[src/rtl/fbt_gen.sv]
module fbt_gen #(
  parameter int LFSR_W = 12,
  parameter int SEQ_LEN = 64,
  parameter logic [LFSR_W-1:0] TAPS = 12'h829,
  parameter logic [LFSR_W-1:0] PRESET = 12'hA5B
) (
  input  logic              clk,
  input  logic              rst_n,
  input  logic              start,
  input  logic              seed_load,
  input  logic [LFSR_W-1:0] seed_in,
  output logic              cut_init,
  output logic [3:0]        pi_vec,
  output logic              scan_en,
  output logic              test_sel,
  output logic              done
);
  localparam int CW = (SEQ_LEN > 2) ? $clog2(SEQ_LEN) : 1;
  localparam logic [CW-1:0] LAST = CW'(SEQ_LEN - 1);

  typedef enum logic [1:0] {S_IDLE, S_INIT, S_RUN} st_t;

  st_t              st;
  logic [LFSR_W-1:0] lfsr;
  logic [CW-1:0]     cnt;
  logic              run, fb, sel_gate;

  assign run      = (st == S_RUN);
  assign fb       = ^(lfsr & TAPS);
  assign sel_gate = lfsr[4] & lfsr[11];

  assign cut_init = (st == S_INIT);
  assign scan_en  = 1'b0;
  assign test_sel = run && sel_gate && (cnt != LAST);
  assign pi_vec   = run ? {~(lfsr[3] ^ lfsr[10]), lfsr[2] & lfsr[9],
                           lfsr[1] | lfsr[8], lfsr[0] ^ lfsr[6]} : 4'b0;

  always_ff @(posedge clk or negedge rst_n) begin
    if (!rst_n) begin
      st   <= S_IDLE;
      lfsr <= PRESET;
      cnt  <= '0;
      done <= 1'b0;
    end else begin
      case (st)
        S_IDLE: begin
          if (seed_load) lfsr <= (seed_in == '0) ? PRESET : seed_in;
          if (start) begin
            st   <= S_INIT;
            done <= 1'b0;
          end
        end
        S_INIT: begin
          st  <= S_RUN;
          cnt <= '0;
        end
        S_RUN: begin
          lfsr <= {lfsr[LFSR_W-2:0], fb};
          cnt  <= cnt + 1'b1;
          if (cnt == LAST) begin
            st   <= S_IDLE;
            done <= 1'b1;
          end
        end
        default: st <= S_IDLE;
      endcase
    end
  end

  a_r4_lfsr_nonzero: assert property (@(posedge clk) disable iff (!rst_n)
    lfsr != '0);
  a_r4_hold_when_idle: assert property (@(posedge clk) disable iff (!rst_n)
    (st != S_RUN && !(st == S_IDLE && seed_load)) |=> $stable(lfsr));
  a_r3_init_then_run: assert property (@(posedge clk) disable iff (!rst_n)
    cut_init |=> (run && cnt == '0));
  a_r6_no_last_select: assert property (@(posedge clk) disable iff (!rst_n)
    (run && cnt == LAST) |-> !test_sel);
  a_r6_sel_not_done: assert property (@(posedge clk) disable iff (!rst_n)
    test_sel |-> !done);
  a_r8_done_after_run: assert property (@(posedge clk) disable iff (!rst_n)
    $rose(done) |-> $past(run));
  a_r5_pi_quiet: assert property (@(posedge clk) disable iff (!rst_n)
    !run |-> pi_vec == 4'b0);
  a_r9_run_ignores: assert property (@(posedge clk) disable iff (!rst_n)
    (run && cnt != LAST) |=> run);
endmodule

[config.mk]
export PLATFORM = sky130hd
export DESIGN_NAME = fbt_gen
export DESIGN_NICKNAME = d
export VERILOG_FILES = /design/src/rtl/fbt_gen.sv
export SDC_FILE = /design/constraint.sdc
export NUM_CORES = 1
export LEC_CHECK = 0
export BUFFER_PORTS_ARGS = -buffer_cell sky130_fd_sc_hd__buf_4
export CORE_MARGIN = 1.5
export CORE_UTILIZATION = 55
export CTS_BUF_LIST = sky130_fd_sc_hd__clkbuf_2
export CTS_CLUSTER_SIZE = 20
export DETAILED_ROUTE_END_ITERATION = 8
export PLACE_DENSITY_LB_ADDON = 0.05
export SYNTH_ARGS = -nofsm -noshare
export SYNTH_HDL_FRONTEND = slang
export SYNTH_SLANG_ARGS = --single-unit
[constraint.sdc]
create_clock -name clk -period 1.95 [get_ports clk]
set_clock_uncertainty 0.2 [all_clocks]
set_input_delay 0.0975 -clock clk [delete_from_list [all_inputs] [get_ports clk]]
set_output_delay 0.0975 -clock clk [all_outputs]
set_load 0.05 [all_outputs]
Yosys cells after proc, flatten, opt, wreduce, memory -nomap -nowiden --
Index checks and enable logic that the tools add are counted.
Cells by class: $add $sub $neg 1, equal/unequal tests 7, mux-type cells 11, bitwise logic cells 6, reduce and logical (&&, ||, !) cells 10
Operators by type and width (count):
- $mux 12 | 2
- $pmux 12 s2 | 1
- $logic_not 12->1 | 1
- $pmux 6 s2 | 1
- $reduce_xor 12->1 | 1
- $add 6x1->6 const B | 1
- $eq 6x6->1 const B | 1
- $ne 6x6->1 const B | 1
- $pmux 2 s3 | 1
- $mux 2 | 2
- $mux 4 | 1
- $ne 2x2->1 const B | 2
- $reduce_and 2->1 | 2
- $reduce_bool 2->1 | 2
- $reduce_and 3->1 | 1
- $and 1x1->1 | 2
- $eq 2x1->1 const B | 1
- $eq 2x2->1 const B | 1
- $logic_and 1x1->1 | 2
- $logic_not 2->1 | 1
- $mux 1 | 2
- $ne 2x1->1 const B | 1
- $pmux 1 s2 | 1
- $xor 1x1->1 | 2
- 2 further kinds | 2
Word-level totals: register bits 21, input port bits 16, output and inout bits 8, logic and storage cells 39

Logic depth before layout (Yosys ltp) --
Gate-level depths: netlist of run 1.
depth in word-level cells 4, mapped depth 7, mapped depth without buffers 6

Least setup slack after synthesis of run 1 --
No wires, ideal clock.
path kind register to output, start point register st[0], end point output port test_sel, arrival 1.719 ns, data required time 1.652 ns, path slack -0.067 ns, cell stages (with the launch flop) 6, path buffers 1, cell sequence dfrtp_1 inv_1 ha_1 clkbuf_1 nand3_1 nor2_1
Between the ends: cells in the longest elaborated chain, start to end 3
RTL lines:
- start, declared | line 23 | st_t st;
- start signal, assigned | line 40 | st <= S_IDLE;
- start signal, assigned | line 49 | st <= S_INIT;
- start signal, assigned | line 54 | st <= S_RUN;
- $eq 2x2->1 | line 28 | assign run = (st == S_RUN);
- net run | line 26 | logic run, fb, sel_gate;
- $logic_and 1x1->1 (2 in series) | line 34 | assign test_sel = run && sel_gate && (cnt != LAST);
- end, declared | line 15 | output logic test_sel,
The timed path passes the listed nets, and every way through them passes these cells.

Worst setup path in the final report of run 1 --
start point register cnt[0], end point output port test_sel
Between the ends: cells in the longest elaborated chain, start to end 2
RTL lines:
- start, declared | line 25 | logic [CW-1:0] cnt;
- start signal, assigned | line 59 | cnt <= cnt + 1'b1;
- $ne 6x6->1 | line 34
- $logic_and 1x1->1 | line 34
Every way passes these cells.

==> results of run 1 <==
## where the power goes
group / internal [mW] / switching [mW] / leakage [nW]
clock network: 0.0465 / 0.138 / 0.0164
registers: 0.437 / 0 / 0.248
logic: 0.0402 / 0.0284 / 0.508
## critical path, cell delays in order, from the launching register on
cell and delay (ns):
dfrtp_1 0.45, ha_1 0.23, nand3_1 0.17, nor2_2 0.08, nor2_2 0.12, buf_6 0.16
## layer usage
| layer | share of wire | vias up | GRT usage | routed length [um] |
|---|---|---|---|---|
| met3 | 0.048 | 12 | 0.0460 | 138 |
| li1 | - | 532 | - | - |
| met4 | 0.033 | 0 | 0.0926 | 95 |
| met1 | 0.44 | 531 | 0.357 | 1280 |
| met5 | 0 | - | 0 | 0 |
| met2 | 0.48 | 47 | 0.453 | 1380 |
## sequential cells by signal, summed over array words and instances, names as in the netlist
register / cells
lfsr: 12
cnt: 6
st: 2
done: 1
## layout by cell type (no fill, tap or decap)
cell type,synthesis,routed
xor2_1,4,4
inv_1,7,6
a22o_1,2,2
o31ai_1,5,5
nor2_1,15,13
nor2_2,0,2
or3_1,2,2
clkbuf_2,0,3
ha_4,0,1
ha_1,4,3
nand2b_1,2,2
nor3_1,6,6
nand3_1,4,4
conb_1,1,1
and3_1,2,2
dlygate4sd3_1,0,15
inv_2,0,1
a21oi_1,7,7
xnor2_1,2,2
dfstp_2,7,7
a31o_2,1,1
o31ai_2,1,1
buf_6,1,3
nand2_1,16,16
clkinv_2,0,2
o21ai_0,11,11
buf_4,3,25
nor4_1,3,3
nand4_1,1,1
o21ai_1,1,1
nand3b_1,1,1
dfrtp_1,14,14
mux2i_1,6,6
## area by class of cell
cell class | instances | area, um^2
Clock buffer | 3 | 15.0
Clock inverter | 1 | 5.00
Fill cell | 147 | 419
Inverter | 8 | 31.3
Multi-Input combinational cell | 97 | 592
Sequential cell | 21 | 534
Tap cell | 27 | 33.8
Timing Repair Buffer | 43 | 372
## worst max-delay path by stage
stage / start / to / slack (ns) / depth (start not counted)
6_report: cnt[0]$_DFFE_PN0P_ / test_sel / 0.13 / 5
5_1_grt: st[0]$_DFFE_PN0P_ / test_sel / 0.004 / 6
3_3_place_gp: st[1]$_DFFE_PN0P_ / lfsr[0]$_DFFE_PN1P_ / 0.28 / 6
2_1_floorplan: st[0]$_DFFE_PN0P_ / pi_vec[0] / 0.09 / 4
3_5_place_dp: st[0]$_DFFE_PN0P_ / lfsr[0]$_DFFE_PN1P_ / 0.24 / 6
4_1_cts: st[0]$_DFFE_PN0P_ / test_sel / 0.03 / 6
## cell families after synthesis
family	synth area share
XOR/XNOR	0.0443
multiplexers	0.0506
flip-flops	0.450
AND/OR/NAND/NOR	0.199
other	0.00316
adder cells (fa/ha/maj)	0.0422
buffers and inverters	0.0654
AO/OA/AOI/OAI	0.145
## cells in the mapped netlist (all sizes together) (2+ instances only)
cell    count  area, um^2
xor2        4        35.0
mux2i       6        60.1
o31ai       6        50.1
nor3        6        30.0
nor4        3        18.8
inv         7        26.3
a22o        2        17.5
dfrtp      14         350
nand2      16        60.1
dfstp       7         184
nor2       15        56.3
nand2b      2        12.5
nand3       4        20.0
o21ai      12        60.1
xnor2       2        17.5
ha          4        50.1
or3         2        12.5
and3        2        12.5
buf         6        43.8
a21oi       7        35.0
## what timing repair did
action | 4_1_cts | 5_1_grt
endpoints found under the hold margin | 36 | 0
resized for setup | 3 | 5
setup endpoints to repair | 5 | 5
setup buffers | 1 | 0
hold buffers | 15 | 0
## per-stage QoR
stage / instance area [um^2] / worst slack, ns / total power, mW / utilization / std cells
after floorplan: 1190 / 0.0882 / 0.452 / - / 133
after global placement: 1380 / 0.283 / 0.486 / 0.688 / 180
after detailed placement: 1380 / 0.238 / 0.486 / 0.688 / 180
after CTS: 1560 / 0.0291 / 0.696 / 0.781 / 200
after global routing: 1580 / 0.00425 / 0.719 / 0.791 / 200
final: 1580 / 0.133 / 0.690 / 0.791 / 200
==> results.ini, run 1 <==
[timing]
min_period_ns=1.82
fin_tns_setup_ns=0
hold_viol_final=0
period_share=0.932
rsz0062_at_grt=no
relSlewSlack=0.562
worst_pin_slew_ns=0.654
fmax_ghz=0.550
drv_slew=0
setup_viol=0
whs_ns=0.0343

[grt]
gr-total-overflow=0
track_usage=0.271
grt_max_degree=25
grt_pass1_wl_mm=5.02
first_global_vias=1121
antenna_found_initial=0

[synth]
synth.distinct_cells=30
synth_ff_type=dfrtp_1
synth_edf_count=0
synth_seq_cells=21
syn_avg_cell_area_um2=8.92
syn_area_um2=1190
syn_inst=133
async_flop_share=1.00
syn_nets=153
ys_seq_area_frac=0.450
ys.warnings.count=0

[placement]
port-buffer-count=22
place_hpwl_mm=1.91
place_congestion=0.830

[clock_network]
cts_tree=built
clk_pin_slew_worst_paths_ns=0.21
cts.htree.levels=1
cts.sinks=21
numCtsBuffers=3
clock_tree.buffer_depth=2
cts_root_buf=clkbuf_2
clock_latency_ns=0.32

[detailed_routing]
drc_errors=0
wirelength_mm=2.89
routed_via_density=5.61
first_pass_iters=4
route.vias.total=1122
routedWlPerCell_um=14.5
drt_iter0_drc=24
drtAntennaViolNets=0

[power]
peakVddDrop_uv=291
power_density_nw_per_um2=436
leakage_nw=0.772

[setup_path]
arrival_ns=1.52
rrSetupSlack_ns=0.14
start_kind=flop
required_ns=1.65
crit_fanout=4
rr_worst_depth=6
setup.worst_path.class=flop to output pin
regToRegStartpoint=st[1]$_DFFE_PN0P_
end_kind=output pin
r2r-end=lfsr[0]$_DFFE_PN1P_

[cells_and_area]
layout-drive-gt1-share=0.266
antenna_cells=0
syn_to_final_growth_pct=33.4
fin_nets=194

[die]
start_util=0.593
row_count=16
die_y_um=49.4
die_area_um2=2440
num_io_pins=24
core_um2=2000
die_w_um=49.4

[outcome]
outcome=completed

[worst_hold_path]
min_path_cells=5
min_to=lfsr[4]$_DFFE_PN1P_
hp-start=seed_load
hp-class=input port to flop

[flow_run]
max_cap_viol_count=0

No activity file was read; power rests on OpenSTA's default activity.
==> run 2: changes to the inputs <==
--- a/config.mk
+++ b/config.mk
@@ -6,6 +6,7 @@
 export NUM_CORES = 1
 export LEC_CHECK = 0
 export BUFFER_PORTS_ARGS = -buffer_cell sky130_fd_sc_hd__buf_4
+export CORE_ASPECT_RATIO = 1.25
 export CORE_MARGIN = 1.5
 export CORE_UTILIZATION = 55
 export CTS_BUF_LIST = sky130_fd_sc_hd__clkbuf_2
==> results.ini, run 2 (synthesis results as in run 1) <==
[cells_and_area]
regMostFlops=lfsr
syn_to_final_growth_pct=36.8
final_cell_mix=26 x buf_4, 16 x nand2_1, 16 x dlygate4sd3_1, 14 x dfrtp_1, 13 x nor2_1
fin_cells=196  ; -2.0%
final_area_um2=1620  ; +2.5%
fill_cells=130  ; -12%
fin_nets=197  ; +1.5%
antenna_cells=0  ; unchanged
fin_util=0.810  ; +0.0190
layout_commonest_cell=buf_4
largest_register_ffs=12  ; unchanged
largestRegisters=lfsr x12, cnt x6, st x2
layout-drive-gt1-share=0.278  ; +0.0125

[die]
row_count=18  ; +2
die_area_um2=2450  ; about the same
die_w_um=44.5  ; -9.9%
num_io_pins=24  ; unchanged
start_util=0.592  ; -0.000740
core_um2=2000  ; +0.12%
die_y_um=54.9  ; +11%

[timing]
fmax_ghz=0.545  ; -0.93%
min_period_ns=1.83  ; +0.0170 ns
relSlewSlack=0.549  ; -0.0135
worst_pin_slew_ns=0.675  ; +0.0202 ns
drv_slew=0  ; unchanged
hold_viol_final=0  ; unchanged
period_share=0.940  ; +0.00870
fin_tns_setup_ns=0  ; unchanged
rsz0062_at_grt=no
setup_viol=0  ; unchanged

[placement]
placedInstanceArea_um2=1370  ; -0.27%
port-buffer-count=22  ; unchanged
place_congestion=0.801  ; -3.5%
place_hpwl_mm=1.88  ; -1.5%
dpl.cell_count=172  ; -4.4%

[power]
power.total_mw=0.692  ; +0.19%
power_density_nw_per_um2=426  ; -2.3%
peakVddDrop_uv=448  ; +54%
leakage_nw=0.786  ; +1.8%

[worst_hold_path]
hp-class=input port to async pin

[clock_network]
clock_latency_ns=0.33  ; about the same
cts_tree=built
numCtsBuffers=3  ; unchanged
clk_pin_slew_worst_paths_ns=0.22  ; about the same
clock_tree.buffer_depth=2  ; unchanged
cts_root_buf=clkbuf_2
cts.sinks=21  ; unchanged
cts.htree.levels=1  ; unchanged

[setup_path]
arrival_ns=1.54  ; +0.02 ns
setup.worst_path.class=flop to output pin
start_kind=flop
path_cells=inv_2, ha_4, buf_6, and3_1, buf_4
required_ns=1.65  ; about the same
crit_fanout=10  ; +6
max_stage_delay_ns=0.45  ; about the same
cp_slowest_cell=dfrtp_1
end_kind=output pin

[detailed_routing]
drtAntennaViolNets=0  ; unchanged
routed_via_density=5.64  ; +0.59%
wirelength_mm=2.86  ; -0.93%
first_pass_iters=6  ; +2
drt_iter0_drc=32  ; +33%
drc_errors=2  ; +2
routedWlPerCell_um=14.6  ; +1.1%
route.vias.total=1106  ; -1.4%

[outcome]
outcome=finished, violations left
violations=DRC

[grt]
grt_max_degree=25  ; unchanged
gr-total-overflow=0  ; unchanged
track_usage=0.263  ; -0.00838
first_global_vias=1085  ; -3.2%
grt_pass1_wl_mm=4.64  ; -7.7%
antenna_found_initial=0  ; unchanged

[flow_run]
max_cap_viol_count=0  ; unchanged

## run 2: final timing paths
kind / startpoint / cells past startpoint / slack (ns) / to
max in group asynchronous: rst_n / 3 / 0.37 / done$_DFFE_PN0P_
hold / removal: rst_n / 2 / 0.07 / lfsr[9]$_DFFE_PN1P_
setup reg to reg: st[1]$_DFFE_PN0P_ / 6 / 0.16 / lfsr[0]$_DFFE_PN1P_
min in group clk: lfsr[1]$_DFFE_PN1P_ / 2 / 0.31 / lfsr[1]$_DFFE_PN1P_
setup / recovery: st[0]$_DFFE_PN0P_ / 5 / 0.12 / pi_vec[2]
hold reg to reg: lfsr[1]$_DFFE_PN1P_ / 2 / 0.31 / lfsr[1]$_DFFE_PN1P_
## run 2: through the flow
stage | hold WS [ns] | setup slack, ns
after floorplan | -0.398 | 0.0882
after CTS | 0.0508 | -0.00867
after global routing | 0.0501 | 0.0133
after detailed placement | -0.206 | 0.204
after global placement | -0.207 | 0.261
final | 0.0654 | 0.116
## run 2: area by class of cell
type | instances | area (um^2) | area share
Clock buffer | 3 | 15.0 | 0.00925
Clock inverter | 1 | 7.51 | 0.00463
Inverter | 8 | 31.3 | 0.0193
Multi-Input combinational cell | 97 | 597 | 0.368
Sequential cell | 21 | 534 | 0.329
Tap cell | 20 | 25.0 | 0.0154
Timing Repair Buffer | 46 | 413 | 0.254
## run 2: where the power goes
part           internal (mW)  switching (mW)
Sequential             0.437               0
Clock                 0.0477           0.137
Combinational         0.0415          0.0286
## run 2: worst max-delay path: cells and delay by family, from the launching register on
family / cells / cell delay (ns)
flip-flops: 1 / 0.45
buffers and inverters: 3 / 0.44
adder cells (fa/ha/maj): 1 / 0.17
AND/OR/NAND/NOR: 1 / 0.16
## run 2: timing repair
item	in CTS	in global routing
buffers inserted	0	4
resized for setup	4	6
hold endpoints to repair	36	0
pin swaps	0	1
hold buffers	16	0
setup endpoints to repair	5	5
## run 2: layer usage
| layer | up-vias | track usage | part of all wire |
|---|---|---|---|
| met2 | 42 | 0.498 | 0.54 |
| li1 | 538 | - | - |
| met3 | 8 | 0.0357 | 0.041 |
| met5 | - | 0 | 0 |
| met4 | 0 | 0.111 | 0.014 |
| met1 | 518 | 0.291 | 0.41 |
